**src/rtl/aau_pkg.sv**
```systemverilog
package aau_pkg;

    typedef enum logic [3:0] {
        OP_ADDA = 4'd0,  OP_ADDB = 4'd1,  OP_ADDD = 4'd2,
        OP_ADCA = 4'd3,  OP_ADCB = 4'd4,
        OP_SUBA = 4'd5,  OP_SUBB = 4'd6,  OP_SUBD = 4'd7,
        OP_SBCA = 4'd8,  OP_SBCB = 4'd9,
        OP_ABA  = 4'd10, OP_SBA  = 4'd11,
        OP_ABX  = 4'd12, OP_ABY  = 4'd13
    } aau_op_e;

    typedef enum logic [2:0] {
        DST_NONE = 3'd0, DST_A = 3'd1, DST_B = 3'd2,
        DST_D    = 3'd3, DST_X = 3'd4, DST_Y = 3'd5
    } aau_dest_e;

    typedef enum logic {
        ST_IDLE   = 1'b0,
        ST_RESULT = 1'b1
    } aau_state_e;

    typedef struct packed {
        logic      valid;      // defined opcode
        logic      wide;       // word-width arithmetic
        logic      sub;        // subtract
        logic      use_c;      // fold carry flag in
        logic      reg_src;    // operand is accumulator B
        logic      lhs_b;      // byte left operand is B
        logic      idx;        // index plus B form
        logic      upd_flags;  // writes N Z V C
        aau_dest_e dest;
    } aau_ctl_t;

endpackage

```
**src/rtl/aau_decode.sv**
```systemverilog
module aau_decode
    import aau_pkg::*;
(
    input  logic [3:0] op,
    output aau_ctl_t   ctl
);
    always_comb begin
        ctl = '{valid: 1'b1, wide: 1'b0, sub: 1'b0, use_c: 1'b0,
                reg_src: 1'b0, lhs_b: 1'b0, idx: 1'b0,
                upd_flags: 1'b1, dest: DST_A};
        case (op)
            OP_ADDA: ;
            OP_ADDB: begin ctl.lhs_b = 1'b1; ctl.dest = DST_B; end
            OP_ADDD: begin ctl.wide = 1'b1; ctl.dest = DST_D; end
            OP_ADCA: ctl.use_c = 1'b1;
            OP_ADCB: begin ctl.use_c = 1'b1; ctl.lhs_b = 1'b1; ctl.dest = DST_B; end
            OP_SUBA: ctl.sub = 1'b1;
            OP_SUBB: begin ctl.sub = 1'b1; ctl.lhs_b = 1'b1; ctl.dest = DST_B; end
            OP_SUBD: begin ctl.sub = 1'b1; ctl.wide = 1'b1; ctl.dest = DST_D; end
            OP_SBCA: begin ctl.sub = 1'b1; ctl.use_c = 1'b1; end
            OP_SBCB: begin
                ctl.sub = 1'b1; ctl.use_c = 1'b1; ctl.lhs_b = 1'b1; ctl.dest = DST_B;
            end
            OP_ABA:  ctl.reg_src = 1'b1;
            OP_SBA:  begin ctl.reg_src = 1'b1; ctl.sub = 1'b1; end
            OP_ABX:  begin
                ctl.wide = 1'b1; ctl.idx = 1'b1; ctl.upd_flags = 1'b0; ctl.dest = DST_X;
            end
            OP_ABY:  begin
                ctl.wide = 1'b1; ctl.idx = 1'b1; ctl.upd_flags = 1'b0; ctl.dest = DST_Y;
            end
            default: begin
                ctl.valid = 1'b0; ctl.upd_flags = 1'b0; ctl.dest = DST_NONE;
            end
        endcase
    end
endmodule

```
**src/rtl/aau_adder.sv**
```systemverilog
module aau_adder #(
    parameter int W = 8
) (
    input  logic [W-1:0] lhs,
    input  logic [W-1:0] rhs,
    input  logic         c_eff,
    input  logic         sub,
    output logic [W-1:0] sum,
    output logic         cy,
    output logic         ov
);
    logic [W-1:0] rhs_x;
    logic         cin_x;
    logic [W:0]   full;

    always_comb begin
        rhs_x = sub ? ~rhs : rhs;
        cin_x = sub ^ c_eff;                    // a - b - c == a + ~b + (1 - c)
        full  = {1'b0, lhs} + {1'b0, rhs_x} + {{W{1'b0}}, cin_x};
        sum   = full[W-1:0];
        cy    = sub ? ~full[W] : full[W];        // borrow is inverted carry
        ov    = (lhs[W-1] == rhs_x[W-1]) && (sum[W-1] != lhs[W-1]);
    end
endmodule

```
**src/rtl/aau_core.sv**
```systemverilog
module aau_core
    import aau_pkg::*;
#(
    parameter int BYTE_W = 8
) (
    input  logic                  clk,
    input  logic                  rst_n,
    input  logic                  go,
    input  logic [3:0]            op,
    input  logic [BYTE_W-1:0]     acc_a,
    input  logic [BYTE_W-1:0]     acc_b,
    input  logic [2*BYTE_W-1:0]   idx_x,
    input  logic [2*BYTE_W-1:0]   idx_y,
    input  logic [2*BYTE_W-1:0]   mem_opnd,
    input  logic                  c_flag_in,
    output logic                  done,
    output logic [2*BYTE_W-1:0]   result,
    output logic [2:0]            dest,
    output logic                  flag_n,
    output logic                  flag_z,
    output logic                  flag_v,
    output logic                  flag_c
);
    localparam int WORD_W = 2 * BYTE_W;
    localparam int EXT_W  = WORD_W - BYTE_W;

    aau_ctl_t   ctl;
    aau_state_e state_q, state_d;

    logic [BYTE_W-1:0] b_lhs, b_rhs, b_sum;
    logic [WORD_W-1:0] w_lhs, w_rhs, w_sum, nxt_res;
    logic              b_cy, b_ov, w_cy, w_ov, c_eff;
    logic              nxt_n, nxt_z, nxt_v, nxt_c;
    aau_dest_e         dest_q;

    aau_decode u_dec (.op(op), .ctl(ctl));

    // operand selection
    always_comb begin
        c_eff = ctl.use_c & c_flag_in;
        b_lhs = ctl.lhs_b ? acc_b : acc_a;
        b_rhs = ctl.reg_src ? acc_b : mem_opnd[BYTE_W-1:0];
        if (ctl.idx) begin
            w_lhs = (ctl.dest == DST_X) ? idx_x : idx_y;
            w_rhs = {{EXT_W{1'b0}}, acc_b};
        end else begin
            w_lhs = {acc_a, acc_b};
            w_rhs = mem_opnd;
        end
    end

    aau_adder #(.W(BYTE_W)) u_byte (
        .lhs(b_lhs), .rhs(b_rhs), .c_eff(c_eff), .sub(ctl.sub),
        .sum(b_sum), .cy(b_cy), .ov(b_ov)
    );

    aau_adder #(.W(WORD_W)) u_word (
        .lhs(w_lhs), .rhs(w_rhs), .c_eff(c_eff), .sub(ctl.sub),
        .sum(w_sum), .cy(w_cy), .ov(w_ov)
    );

    always_comb begin
        if (!ctl.valid)   nxt_res = '0;
        else if (ctl.wide) nxt_res = w_sum;
        else              nxt_res = {{EXT_W{1'b0}}, b_sum};
        nxt_n = ctl.wide ? w_sum[WORD_W-1] : b_sum[BYTE_W-1];
        nxt_z = ctl.wide ? (w_sum == '0)   : (b_sum == '0);
        nxt_v = ctl.wide ? w_ov : b_ov;
        nxt_c = ctl.wide ? w_cy : b_cy;
    end

    // next-state logic
    always_comb begin
        state_d = state_q;
        unique case (state_q)
            ST_IDLE:   state_d = go ? ST_RESULT : ST_IDLE;
            ST_RESULT: state_d = go ? ST_RESULT : ST_IDLE;
            default:   state_d = ST_IDLE;
        endcase
    end

    // state register
    always_ff @(posedge clk or negedge rst_n) begin
        if (!rst_n) state_q <= ST_IDLE;
        else        state_q <= state_d;
    end

    // registered outputs
    always_ff @(posedge clk or negedge rst_n) begin
        if (!rst_n) begin
            result <= '0;
            dest_q <= DST_NONE;
            flag_n <= 1'b0;
            flag_z <= 1'b0;
            flag_v <= 1'b0;
            flag_c <= 1'b0;
        end else if (go) begin
            result <= nxt_res;
            dest_q <= ctl.dest;
            if (ctl.upd_flags) begin
                flag_n <= nxt_n;
                flag_z <= nxt_z;
                flag_v <= nxt_v;
                flag_c <= nxt_c;
            end
        end
    end

    assign done = (state_q == ST_RESULT);
    assign dest = dest_q;

endmodule

```
**config.mk**
```make
export PLATFORM = sky130hd
export DESIGN_NAME = aau_core
export DESIGN_NICKNAME = d
export VERILOG_FILES = /design/src/rtl/aau_pkg.sv /design/src/rtl/aau_decode.sv /design/src/rtl/aau_adder.sv /design/src/rtl/aau_core.sv
export SDC_FILE = /design/constraint.sdc
export NUM_CORES = 1
export LEC_CHECK = 0
export ABC_CLOCK_PERIOD_IN_PS = 1630
export BUFFER_PORTS_ARGS = -buffer_cell sky130_fd_sc_hd__buf_4
export CAP_MARGIN = 20
export CORE_MARGIN = 1
export CORE_UTILIZATION = 58
export DETAILED_ROUTE_END_ITERATION = 16
export GPL_TIMING_DRIVEN = 0
export HOLD_SLACK_MARGIN = 0.02
export PLACE_DENSITY = 0.88
export SETUP_SLACK_MARGIN = 0.1
export SLEW_MARGIN = 5
export SYNTH_ARGS = -nofsm -noshare
export SYNTH_HDL_FRONTEND = slang
export SYNTH_SLANG_ARGS = --single-unit
export TNS_END_PERCENT = 1
```
**constraint.sdc**
```tcl
create_clock -name clk -period 1.63 [get_ports clk]
set_clock_uncertainty 0.1 [all_clocks]
set_input_delay 0.163 -clock clk [delete_from_list [all_inputs] [get_ports clk]]
set_output_delay 0.163 -clock clk [all_outputs]
set_load 0.02 [all_outputs]
```
# Word level (Yosys, flattened, before mapping)
# Cells that the tools add are included.
# op_classes
n_addsub	4
eq_ne	18
n_mux	25
bitwise	6
n_reduce_logical	16
# op_table
op	n
two-way mux 16 bit	6
equality test 4 bit (second input constant)	6
two-way mux 8 bit	3
adder 16 x 16 -> 17 bit	1
adder 17 x 1 -> 17 bit	1
equality test 4 x 3 -> 1 bit (second input constant)	4
logical NOT 16 bit	1
inverter 16 bit	1
two-way mux 1 bit	15
one-hot mux 3 bit (5 select lines)	1
OR reduction 14 bit	1
OR reduction 12 bit	1
OR reduction 4 bit	3
OR reduction 6 bit	2
adder 8 x 8 -> 9 bit	1
adder 9 x 1 -> 9 bit	1
equality test 4 x 2 -> 1 bit (second input constant)	2
logical NOT 8 bit	1
inverter 8 bit	1
OR reduction 2 bit	3
equality test 4 x 1 -> 1 bit (second input constant)	1
logical NOT 4 bit	1
equality test 3 bit (second input constant)	1
equality test 1 bit	2
6 further kinds	9
# word_totals
ff_bits	24
input_bits	72
wordCells	76

# Longest topological paths before layout
# Gate-level depths: netlist (run 1).
# depth
depth_word	11
mapped_depth	18

# Cells and area by module
# A second synthesis (run 1) with hierarchy kept.
# unflattened
hier_cells	401
area_unflattened_um2	3449.6
# modules_own_cells
module	n_inst	cells_each	area_per_inst_um2	seq_area_each_um2
aau_core	1	197	1767.9	600.6
aau_adder at u_word	1	129	1047.3	0.0
aau_adder at u_byte	1	49	431.7	0.0
aau_decode	1	26	202.7	0.0

# Worst setup path after synthesis (run 1)
# No wires, ideal clock.
# synth_path
path_kind	in2reg
from	input port op[2]
to	register flag_c
t_arrival_ps	3591
setup_slack_ps	-2192
path_stages	15
n_path_buf	2
path_cell_list	clkbuf_1 -> o21ai_0 -> o21ai_1 -> buf_2 -> xnor2_1 -> fa_1 -> inv_1 -> fa_1 -> nand2b_1 -> a211oi_1 -> and4bb_1 -> o31a_1 -> nand2_1 -> a31oi_1 -> or3b_1
# synth_between
elab_chain_cells	11
word_cells_on_any_way	53
cone_classes	4 x add/sub; 14 x eq/ne; 18 x mux; 6 x bitwise; 11 x reduce/logical
# synth_rtl
element	line_no	text
from (decl)	aau_core.sv:9	input logic [3:0] op,
equality test 4 x 2 -> 1 bit (tied with other cells)	aau_decode.sv:11	case (op)
OR reduction 6 bit (no line) (tied with other cells)	--	
one-hot mux 3 bit (5 select lines) or two-way mux 1 bit (tied branches)	aau_decode.sv:11	
equality test 3 bit (tied with other cells)	aau_core.sv:44	w_lhs = (ctl.dest == DST_X) ? idx_x : idx_y;
two-way mux 16 bit (tied with other cells)	aau_core.sv:44	
two-way mux 16 bit (tied with other cells)	aau_core.sv:43	if (ctl.idx) begin
adder 16 x 16 -> 17 bit or adder 8 x 8 -> 9 bit (tied branches)	aau_adder.sv:19	full = {1'b0, lhs} + {1'b0, rhs_x} + {{W{1'b0}}, cin_x};
adder 17 x 1 -> 17 bit or adder 9 x 1 -> 9 bit (tied branches)	aau_adder.sv:19	
inverter 1 bit	aau_adder.sv:21	cy = sub ? ~full[W] : full[W];
two-way mux 1 bit	aau_adder.sv:21	
two-way mux 1 bit	aau_core.sv:69	nxt_c = ctl.wide ? w_cy : b_cy;
to (signal assigned)	aau_core.sv:104	flag_c <= nxt_c;
to (decl)	aau_core.sv:22	output logic flag_c
# Several ways; a longest one is shown, not always the timed one.
# A chain may end at the register's enable or synchronous reset.

# Final worst setup path (run 1)
# Same ends and word-level chain as after synthesis.

==> results.py, run 1 <==
metrics = {
    "placement": {
        "hpwl_mm": 7.694,
        "gp_congestion": 0.8746,
        "place_inst": 593,
        "port_buffers": 92,
    },
    "routing": {
        "antenna_left": 0,
        "drc": 0,
        "routedWlPerCell_microns": 17.02,
        "vias": 3619,
        "dr.pass1.iters": 5,
        "initialDrtViolationCount": 300,
        "vias_per_cell": 5.885,
        "routed_wl_mm": 10.47,
    },
    "sta": {
        "hold_slack_ns": 0.2269,
        "fin_crit_ns": 3.350,
        "worstMarginPinSlew_ns": 0.5575,
        "fin_ws_ns": -1.720,
        "finalHoldViolations": 0,
        "setup_viol": 20,
        "fmax_ghz": 0.2985,
        "fin_crit_sh_pct": 205.5,
        "drv_slew": 0,
        "slew-limit-headroom_pct": 62.83,
        "rsz0062_at_grt": "true",
    },
    "pwr": {
        "netSwitchingFraction_pct": 43.57,
        "irDropWorstVdd_mv": 0.8037,
        "switching_power_uw": 1735,
        "p_leak_uw": 0.002240,
        "seqPwrFrac_pct": 20.1,
        "internal_power_uw": 2247,
        "p_per_area_mw_per_mm2": 861.2,
        "combPwrFrac_pct": 67.2,
        "power_frac_clock_pct": 12.8,
    },
    "yosys": {
        "async_flop_share_pct": 100.0,
        "synth_top_cell_area_share_pct": 18.03,
        "synth_ff_type": "dfrtp_1",
        "synth_cells": 429,
        "yosys-top-cells-area": "dfrtp_1, mux2i_1, ha_1",
        "synth.avg_cell_area_sq_um": 7.764,
        "syn_area_sq_mm": 0.003331,
        "synth_cell_types": 59,
        "syn_nets": 527,
        "yosysSeqAreaShare_pct": 18.03,
        "synth_seq_cells": 24,
        "synth-edff-count": 0,
        "yosysTopAreaCell": "dfrtp_1",
        "synth_warnings": 0,
    },
    "setup_path": {
        "crit_top_cell": "fa_2",
        "rrSetupSlack_ns": 0.53,
        "r2r_cells": 2,
        "crit_buf_inv": 4,
        "path_max_fanout": 6,
        "critPathKind": "input pin to flip-flop",
        "cp.arrival_ns": 3.39,
        "cp_data_required_time_ns": 1.67,
        "critPathTopFamily": "simple AND/OR/NAND/NOR gates",
        "r2r-start": "flag_c",
        "cp-end-kind": "flip-flop",
        "start_kind": "input pin",
        "cpPeakStageDelay_ns": 0.38,
        "cpMaxStageDelayCell": "or3b_1",
        "cp_cell_sequence": "buf_8 > nand2_4 > or2_1 > buf_6 > buf_12 > mux2i_4 > xnor2_2 > fa_2 > inv_2 > fa_2 > nand2b_4 > a211oi_4 > and4bb_2 > o31a_1 > nand2_2 > a31oi_1 > or3b_1",
        "timing.rr.end": "flag_c",
    },
    "floorplanning": {
        "die_w_microns": 77.78,
        "rows": 27,
        "num_io_pins": 96,
        "core_area_sq_mm": 0.005507,
        "die_area_sq_mm": 0.006050,
        "die_h_microns": 77.78,
        "initial_utilization_pct": 60.49,
    },
    "clock_tree": {
        "cts_buffers": 3,
        "clock_sinks": 24,
        "h-tree-depth": 1,
        "path_clk_slew_ns": 0.08,
        "clk_path_buf_depth": 2,
        "root_buffer": "clkbuf_8",
        "clk_latency_ns": 0.26,
        "cts_tree": "done",
    },
    "worst_hold_path": {
        "hold_class": "input pin to asynchronous set/reset pin",
    },
    "global_route": {
        "antenna_found_initial": 0,
        "grt_overflow_total": 0,
        "grt_pass1_vias": 3458,
        "grt_pass1_wl_mm": 16.22,
        "grt_max_degree": 25,
        "track_usage_pct": 33.64,
    },
    "flow_run": {
        "cap_violations": 0,
    },
    "outcome": {
        "violations": "negative setup slack",
        "status": "complete, but fails checks",
    },
    "finish": {
        "instances_no_fill": 615,
        "fin_nets": 642,
        "antenna_cells": 0,
        "drive_above_1_share_pct": 33.52,
        "syn2layout_area_growth_pct": 38.81,
    },
}
==> worst reg2reg max path: stages, from the launching register on <==
cell and delay (ns):
dfrtp_1 0.40, and2_1 0.14, or3b_1 0.34
==> power groups by stage <==
stage / combinational (uW) / clock [uW] / sequential (uW)
after global routing: 2890 / 538 / 809
after CTS: 2490 / 515 / 796
after floorplan: 1480 / 0 / 956
final: 2670 / 509 / 799
after global placement: 2300 / 0 / 794
after detailed placement: 2350 / 0 / 800
==> per-stage QoR <==
| step | total power, uW | setup slack, ns | instance area (sq um) | utilization, % | TNS [ns] |
|---|---|---|---|---|---|
| after floorplan | 2434 | -1.741 | 3417 | - | -25.72 |
| after global placement | 3091 | -2.350 | 4198 | 76.23 | -37.18 |
| after detailed placement | 3147 | -2.404 | 4198 | 76.23 | -38.34 |
| after CTS | 3803 | -1.628 | 4511 | 81.91 | -23.93 |
| after global routing | 4234 | -1.779 | 4623 | 83.96 | -26.46 |
| final | 3982 | -1.720 | 4623 | 83.96 | -24.41 |
==> registers in the layout, indices dropped and copies added, names as in the netlist <==
signal  cells
result     16
flag_c      1
flag_v      1
dest        3
flag_n      1
flag_z      1
done        1
==> kinds of logic (layout without fill, tap and decap cells) <==
group	after synthesis	in the layout	share of synthesized area, %
compound gates	113	113	21.49
simple gates	127	127	19.12
mux	45	45	13.90
flops	24	24	18.03
buf+inv	56	170	6.799
fa+ha+maj	26	26	10.67
xor+xnor	38	38	9.993
==> cell usage in the layout, fill, tap and decap left out, types with 7 or more instances in the layout <==
cell / n
ha_1: 20
o22ai_1: 13
nor3_1: 9
dfrtp_1: 24
buf_4: 108
nor2_1: 23
xor2_1: 7
inv_1: 32
a21oi_1: 15
mux2_2: 10
nand3_1: 8
xnor2_1: 28
nand2_1: 41
mux2i_1: 33
o21ai_0: 29
o21ai_1: 8
==> layer usage <==
metal  routed length [microns]  up-vias  track usage, %
li1                          -     1748               -
met1                      4419     1651           43.11
met2                      4984      196           58.85
met3                       809       24           3.529
met4                       252        0           10.57
met5                         0        -               0
==> final cells by class <==
class,count,area [sq um]
Timing Repair Buffer,111,849.6
Clock inverter,1,30.03
Clock buffer,3,41.29
Tap cell,72,90.09
Sequential cell,24,600.6
Fill cell,347,883.3
Buffer,22,192.7
Inverter,33,123.9
Multi-Input combinational cell,349,2695
==> how the worst max path moves through the flow <==
| stage | cells past startpoint | end | slack (ns) | start |
|---|---|---|---|---|
| finish | 17 | flag_c | -1.72 | op[2] |
| global route | 16 | flag_c | -1.78 | op[3] |
| CTS | 17 | flag_c | -1.63 | op[3] |
| detailed placement | 14 | result[7] | -2.40 | op[2] |
| global placement | 14 | result[7] | -2.35 | op[2] |
| floorplan | 16 | flag_c | -1.74 | op[1] |
==> repair_timing <==
action,CTS,global route
setup buffers,15,2
endpoints found under the setup margin,21,20
pin swaps,16,9
hold endpoints to repair,25,0
hold buffers,2,0
resized for setup,28,25
==> synth_stat cells, drive strengths merged, types with 4 or more instances <==
library cell,n
nand4,4
mux2i,35
fa,4
inv,33
dfrtp,24
o21a,5
ha,22
buf,9
clkbuf,14
and2,4
o21ai,40
o21bai,4
mux2,10
nor2,26
nand2,43
nor3,10
nand2b,8
or3,4
xor2,7
o22ai,13
nand3,9
nor2b,4
or2,5
xnor2,31
a21oi,19
Note: power is estimated with default switching activity, not from simulation.
==> run 2, diff against run 1 <==
--- a/config.mk
+++ b/config.mk
@@ -13,10 +13,11 @@
 export DETAILED_ROUTE_END_ITERATION = 16
 export GPL_TIMING_DRIVEN = 0
 export HOLD_SLACK_MARGIN = 0.02
-export PLACE_DENSITY = 0.88
+export PLACE_DENSITY = 0.87
 export SETUP_SLACK_MARGIN = 0.1
 export SLEW_MARGIN = 5
 export SYNTH_ARGS = -nofsm -noshare
 export SYNTH_HDL_FRONTEND = slang
+export SYNTH_HIERARCHICAL = 1
 export SYNTH_SLANG_ARGS = --single-unit
 export TNS_END_PERCENT = 1
==> results.py, run 2 <==
metrics = {
    "outcome": {
        "status": "complete, but fails checks",
        "violations": "negative setup slack",
    },
    "setup_path": {
        "cpMaxStageDelayCell": "o31ai_4",
        "cp-end-kind": "flip-flop",
        "cp_cell_sequence": "buf_8 > or3b_4 > a21boi_4 > nor3b_2 > buf_6 > buf_12 > mux2i_2 > a21oi_2 > ha_1 > nand2_2 > o31ai_4 > a21oi_2 > xnor2_2 > nor4_1 > nand3_1 > o211ai_1",
        "cp_data_required_time_ns": 1.72,
        "cpPeakStageDelay_ns": 0.53,
        "critPathKind": "input pin to flip-flop",
        "crit_start": "op[2]",
        "path_max_fanout": 7,
        "r2r_cells": 2,
        "critPathTopFamily": "simple AND/OR/NAND/NOR gates",
        "crit_top_cell": "a21oi_2",
        "start_kind": "input pin",
        "crit_buf_inv": 3,
        "r2r-start": "result[5]",
        "timing.rr.end": "result[5]",
        "cp.arrival_ns": 3.82,
        "rrSetupSlack_ns": 0.72,
    },
    "floorplanning": {
        "die_w_microns": 79.12,
        "rows": 27,
        "num_io_pins": 96,
        "initial_utilization_pct": 61.51,
        "die_area_sq_mm": 0.006260,
        "core_area_sq_mm": 0.005608,
        "die_h_microns": 79.12,
    },
    "global_route": {
        "antenna_found_initial": 0,
        "use_met3_pct": 4.138,
        "grt_max_degree": 25,
        "grt_pass1_wl_mm": 16.12,
        "track_usage_pct": 32.83,
        "grt_overflow_total": 0,
        "top_usage_layer": "met2",
        "use_met2_pct": 55.95,
        "grt_pass1_vias": 3406,
        "use_met1_pct": 42.91,
    },
    "clock_tree": {
        "root_buffer": "clkbuf_8",
        "clock_sinks": 24,
        "cts_tree": "done",
        "clk_latency_ns": 0.27,
        "h-tree-depth": 1,
        "cts_buffers": 3,
        "path_clk_slew_ns": 0.09,
        "clk_path_buf_depth": 2,
    },
    "routing": {
        "drc": 0,
        "vias_per_cell": 6.390,
        "antenna_left": 0,
        "routed_wl_mm": 11.71,
        "initialDrtViolationCount": 389,
        "dr.pass1.iters": 5,
        "vias": 3815,
        "routedWlPerCell_microns": 19.61,
    },
    "finish": {
        "fillers": 312,
        "seqCellArea_sq_um": 600.6,
        "instances_no_fill": 597,
        "final_cell_mix": "buf_4, xor2_1, nor2_1, mux2_2, a21oi_1",
        "top_register": "result",
        "syn2layout_area_growth_pct": 39.54,
        "fin_util_pct": 85.83,
        "final_common_cell": "buf_4",
        "antenna_cells": 0,
        "multi_input_area_sq_mm": 0.002870,
        "largest_register_ff_count": 16,
        "fin_nets": 624,
        "drive_above_1_share_pct": 42.10,
    },
    "sta": {
        "fmax_ghz": 0.2678,
        "fin_crit_sh_pct": 229.1,
        "hold_slack_ns": 0.2232,
        "finalHoldViolations": 0,
        "fin_ws_ns": -2.104,
        "tns_ns": -33.00,
        "drv_slew": 0,
        "setup_viol": 20,
        "fin_crit_ns": 3.734,
        "rsz0062_at_grt": "true",
        "worstMarginPinSlew_ns": 0.5604,
        "slew-limit-headroom_pct": 62.64,
    },
    "yosys": {
        "yosysSeqAreaShare_pct": 17.41,
        "yosysTopAreaCell": "dfrtp_1",
        "syn_area_sq_mm": 0.003450,
        "synth_top_cell_area_share_pct": 17.41,
        "async_flop_share_pct": 100.0,
        "synth_cell_types": 60,
        "synth_ff_type": "dfrtp_1",
        "synth_seq_cells": 24,
        "synth_common_cells": "xor2_1, a21oi_1, nor2_1",
        "synth_warnings": 6,
        "yosys-top-cells-area": "dfrtp_1, xor2_1, mux2_2",
        "syn_nets": 499,
        "synth.avg_cell_area_sq_um": 8.602,
        "synth_cells": 401,
        "synth-edff-count": 0,
        "yosysMostFrequentCell": "xor2_1",
    },
    "placement": {
        "port_buffers": 95,
        "hpwl_mm": 7.653,
        "place_inst": 568,
        "gp_congestion": 0.9042,
        "place_ws_ns": -2.374,
    },
    "pwr": {
        "irDropWorstVdd_mv": 0.7819,
        "p_per_area_mw_per_mm2": 1002,
        "p_leak_uw": 0.002194,
    },
    "worst_hold_path": {
        "hold_class": "input pin to asynchronous set/reset pin",
    },
    "flow_run": {
        "cap_violations": 0,
    },
}
==> run 2: cell types whose count changed after synthesis, sizes merged, moves of 10 or more <==
| cell | delta |
|---|---|
| mux2 | +19 |
| o21ai | -30 |
| nor2b | +10 |
| inv | -13 |
| xor2 | +28 |
| nand2 | -21 |
| xnor2 | -19 |
| a21oi | +15 |
==> run 2: how the worst max path moves through the flow <==
stage | end | slack, ns | cells after the start
after detailed placement | flag_z | -2.37 | 16
after global routing | flag_z | -2.24 | 17
after CTS | flag_z | -1.96 | 17
after global placement | flag_z | -2.31 | 17
after floorplan | flag_z | -1.81 | 16
final | flag_z | -2.10 | 16
==> run 2: where the power goes <==
part | internal [uW] | total (uW) | switching, uW
Clock | 329 | 532 | 203
Sequential | 742 | 834 | 92.2
Combinational | 1540 | 3460 | 1920
Total | 2610 | 4830 | 2210
==> run 2: through the flow <==
stage	cell area [sq um]	power, uW
detailed placement	4268	3644
floorplan	3465	2807
finish	4813	4825
global route	4813	5048
CTS	4596	4373
global placement	4268	3573
==> run 2: cells by family (layout without fill, tap and decap cells) <==
family,Yosys count,after routing,synth area share (%)
fa+ha+maj,26,26,10.30
xor+xnor,47,47,11.93
buf+inv,40,164,6.094
simple gates,107,107,16.07
compound gates,101,101,20.68
flops,24,24,17.41
mux,56,56,17.52
==> run 2: layer usage <==
layer | share of wire [%] | routed length [microns] | vias up
li1 | - | - | 1692
met1 | 38 | 4480 | 1794
met2 | 49 | 5711 | 265
met4 | 4.5 | 527 | 0
met3 | 8.4 | 985 | 64
met5 | 0 | 0 | -
==> run 2: cell type report <==
type                       instances  share of cell area [%]
multi-input combinational        337                   59.63
tap                               72                   1.872
sequential                        24                   12.48
clock inverter                     1                  0.6239
clock buffer                       3                  0.8578
buffer                            20                   3.171
inverter                          20                   1.560
timing repair buffer             120                   19.81
==> run 2: what timing repair did <==
action | in CTS | in global routing
gates cloned | 1 | 0
endpoints found under the hold margin | 25 | 0
setup buffers | 12 | 10
pin swaps | 27 | 20
endpoints found under the setup margin | 20 | 20
hold buffers | 2 | 0
resized for setup | 34 | 29
==> run 3, diff against run 2 <==
--- a/config.mk
+++ b/config.mk
@@ -7,13 +7,15 @@
 export LEC_CHECK = 0
 export ABC_CLOCK_PERIOD_IN_PS = 1630
 export BUFFER_PORTS_ARGS = -buffer_cell sky130_fd_sc_hd__buf_4
-export CAP_MARGIN = 20
+export CAP_MARGIN = 15
+export CELL_PAD_IN_SITES_DETAIL_PLACEMENT = 1
+export CELL_PAD_IN_SITES_GLOBAL_PLACEMENT = 2
 export CORE_MARGIN = 1
-export CORE_UTILIZATION = 58
+export CORE_UTILIZATION = 34
 export DETAILED_ROUTE_END_ITERATION = 16
 export GPL_TIMING_DRIVEN = 0
 export HOLD_SLACK_MARGIN = 0.02
-export PLACE_DENSITY = 0.87
+export PLACE_DENSITY_LB_ADDON = 0.1
 export SETUP_SLACK_MARGIN = 0.1
 export SLEW_MARGIN = 5
 export SYNTH_ARGS = -nofsm -noshare
==> results.py, run 3 (synthesis results as in run 2) <==
metrics = {
    "finish": {
        "drive_above_1_share_pct": 41.13,
        "antenna_cells": 0,
        "final_cell_mix": "buf_4, xor2_1, a21oi_1, nor2_1, mux2_2",
        "top_register": "result",
        "fin_util_pct": 48.85,
        "instances_no_fill": 646,
        "syn2layout_area_growth_pct": 39.06,
        "fin_nets": 612,
        "largest_register_ff_count": 16,
        "final_common_cell": "buf_4",
    },
    "clock_tree": {
        "clk_path_buf_depth": 2,
        "root_buffer": "clkbuf_8",
        "cts_buffers": 3,
        "clock_sinks": 24,
        "h-tree-depth": 1,
        "cts_tree": "done",
        "path_clk_slew_ns": 0.09,
        "clk_latency_ns": 0.26,
    },
    "outcome": {
        "violations": "negative setup slack",
        "status": "complete, but fails checks",
    },
    "sta": {
        "drv_slew": 0,
        "rsz0062_at_grt": "true",
        "fin_ws_ns": -2.042,
        "fin_crit_ns": 3.672,
        "fin_crit_sh_pct": 225.3,
        "tns_ns": -30.52,
        "setup_viol": 20,
        "fmax_ghz": 0.2723,
        "worstMarginPinSlew_ns": 0.5453,
        "slew-limit-headroom_pct": 63.65,
        "finalHoldViolations": 0,
    },
    "worst_hold_path": {
        "hold_class": "input pin to asynchronous set/reset pin",
    },
    "setup_path": {
        "cp-end-kind": "flip-flop",
        "path_max_fanout": 6,
        "rrSetupSlack_ns": 0.75,
        "start_kind": "input pin",
        "cp_data_required_time_ns": 1.72,
        "cp.arrival_ns": 3.76,
        "critPathKind": "input pin to flip-flop",
    },
    "global_route": {
        "antenna_found_initial": 0,
        "grt_pass1_vias": 3399,
        "grt_pass1_wl_mm": 17.68,
        "track_usage_pct": 22.31,
        "grt_overflow_total": 0,
        "grt_max_degree": 25,
    },
    "placement": {
        "port_buffers": 95,
        "place_ws_ns": -2.767,
        "gp_congestion": 0.8249,
        "hpwl_mm": 9.373,
        "place_inst": 629,
    },
    "floorplanning": {
        "rows": 36,
        "die_area_sq_mm": 0.01055,
        "die_h_microns": 102.7,
        "initial_utilization_pct": 35.13,
        "die_w_microns": 102.7,
        "core_area_sq_mm": 0.009819,
        "num_io_pins": 96,
    },
    "pwr": {
        "p_per_area_mw_per_mm2": 987.4,
        "combPwrFrac_pct": 71.4,
        "seqPwrFrac_pct": 17.5,
        "switching_power_uw": 2148,
        "power_frac_clock_pct": 11.1,
        "p_leak_uw": 0.002139,
        "netSwitchingFraction_pct": 45.36,
        "irDropWorstVdd_mv": 0.4609,
        "internal_power_uw": 2588,
    },
    "routing": {
        "vias": 3382,
        "dr.pass1.iters": 4,
        "routedWlPerCell_microns": 18.03,
        "initialDrtViolationCount": 60,
        "antenna_left": 0,
        "routed_wl_mm": 11.65,
        "vias_per_cell": 5.235,
        "drc": 0,
    },
    "flow_run": {
        "cap_violations": 0,
    },
}
## run 3: cell count changes in the layout (fill, tap and decap cells not counted), sizes merged
| cell | change |
|---|---|
| buf | -13 |
| clkbuf | +1 |
## run 3: layout make-up
cell class	instances	area, sq um
clock inverter	1	30.03
fill	1226	5022
sequential	24	600.6
inverter	20	75.07
buffer	20	163.9
multi-input combinational	337	2869
timing repair buffer	108	850.8
clock buffer	3	41.29
tap	133	166.4
## run 3: metrics by stage
step / area [sq um] / hold slack (ns) / total power [uW]
6_report: 4797 / 0.2244 / 4737
5_1_grt: 4797 / 0.2490 / 5057
4_1_cts: 4691 / 0.2278 / 4615
3_5_place_dp: 4344 / -0.01758 / 3791
3_3_place_gp: 4344 / -0.02452 / 3726
2_1_floorplan: 3465 / -0.2326 / 2807
## run 3: path summary, 6_finish.rpt
| path | start | end | depth (start not counted) |
|---|---|---|---|
| setup reg to reg | dest[1] | dest[1] | 1 |
| hold / removal | rst_n | result[7] | 2 |
| max in group asynchronous | rst_n | flag_z | 2 |
| setup / recovery | op[2] | flag_z | 17 |
| hold reg to reg | dest[2] | dest[2] | 1 |
| min in group clk | go | flag_z | 4 |
## run 3: worst max-delay path, cell delays in order
cell,delay (ns)
buf_8,0.10
or3b_4,0.40
a21boi_4,0.15
nor3b_2,0.18
buf_6,0.19
buf_4,0.13
mux2i_1,0.07
a21oi_1,0.30
ha_1,0.29
a21o_1,0.21
a21oi_4,0.24
o31ai_4,0.13
a2111oi_1,0.40
nor3_1,0.17
nor4_2,0.31
nand3_1,0.14
o211ai_1,0.18
## run 3: power by group through the flow
stage / logic, uW / clock network [uW] / registers, uW
after floorplan: 1800 / 0 / 1010
after global placement: 2890 / 0 / 837
after detailed placement: 2950 / 0 / 843
after CTS: 3250 / 539 / 831
after global routing: 3640 / 568 / 847
final: 3380 / 527 / 827
## run 3: repair_timing
item	CTS	global route
endpoints found under the setup margin	20	20
buffers inserted	10	1
pin swaps	19	16
hold buffers	2	0
endpoints found under the hold margin	25	0
resized for setup	41	27
## run 3: layer usage
layer  GRT usage [%]  wire length [microns]  up-vias
met4           2.637                     80        0
met3           1.898                    340        7
met5               0                      0        -
li1                -                      -     1668
met1           28.97                   5104     1653
met2           41.08                   6121       54
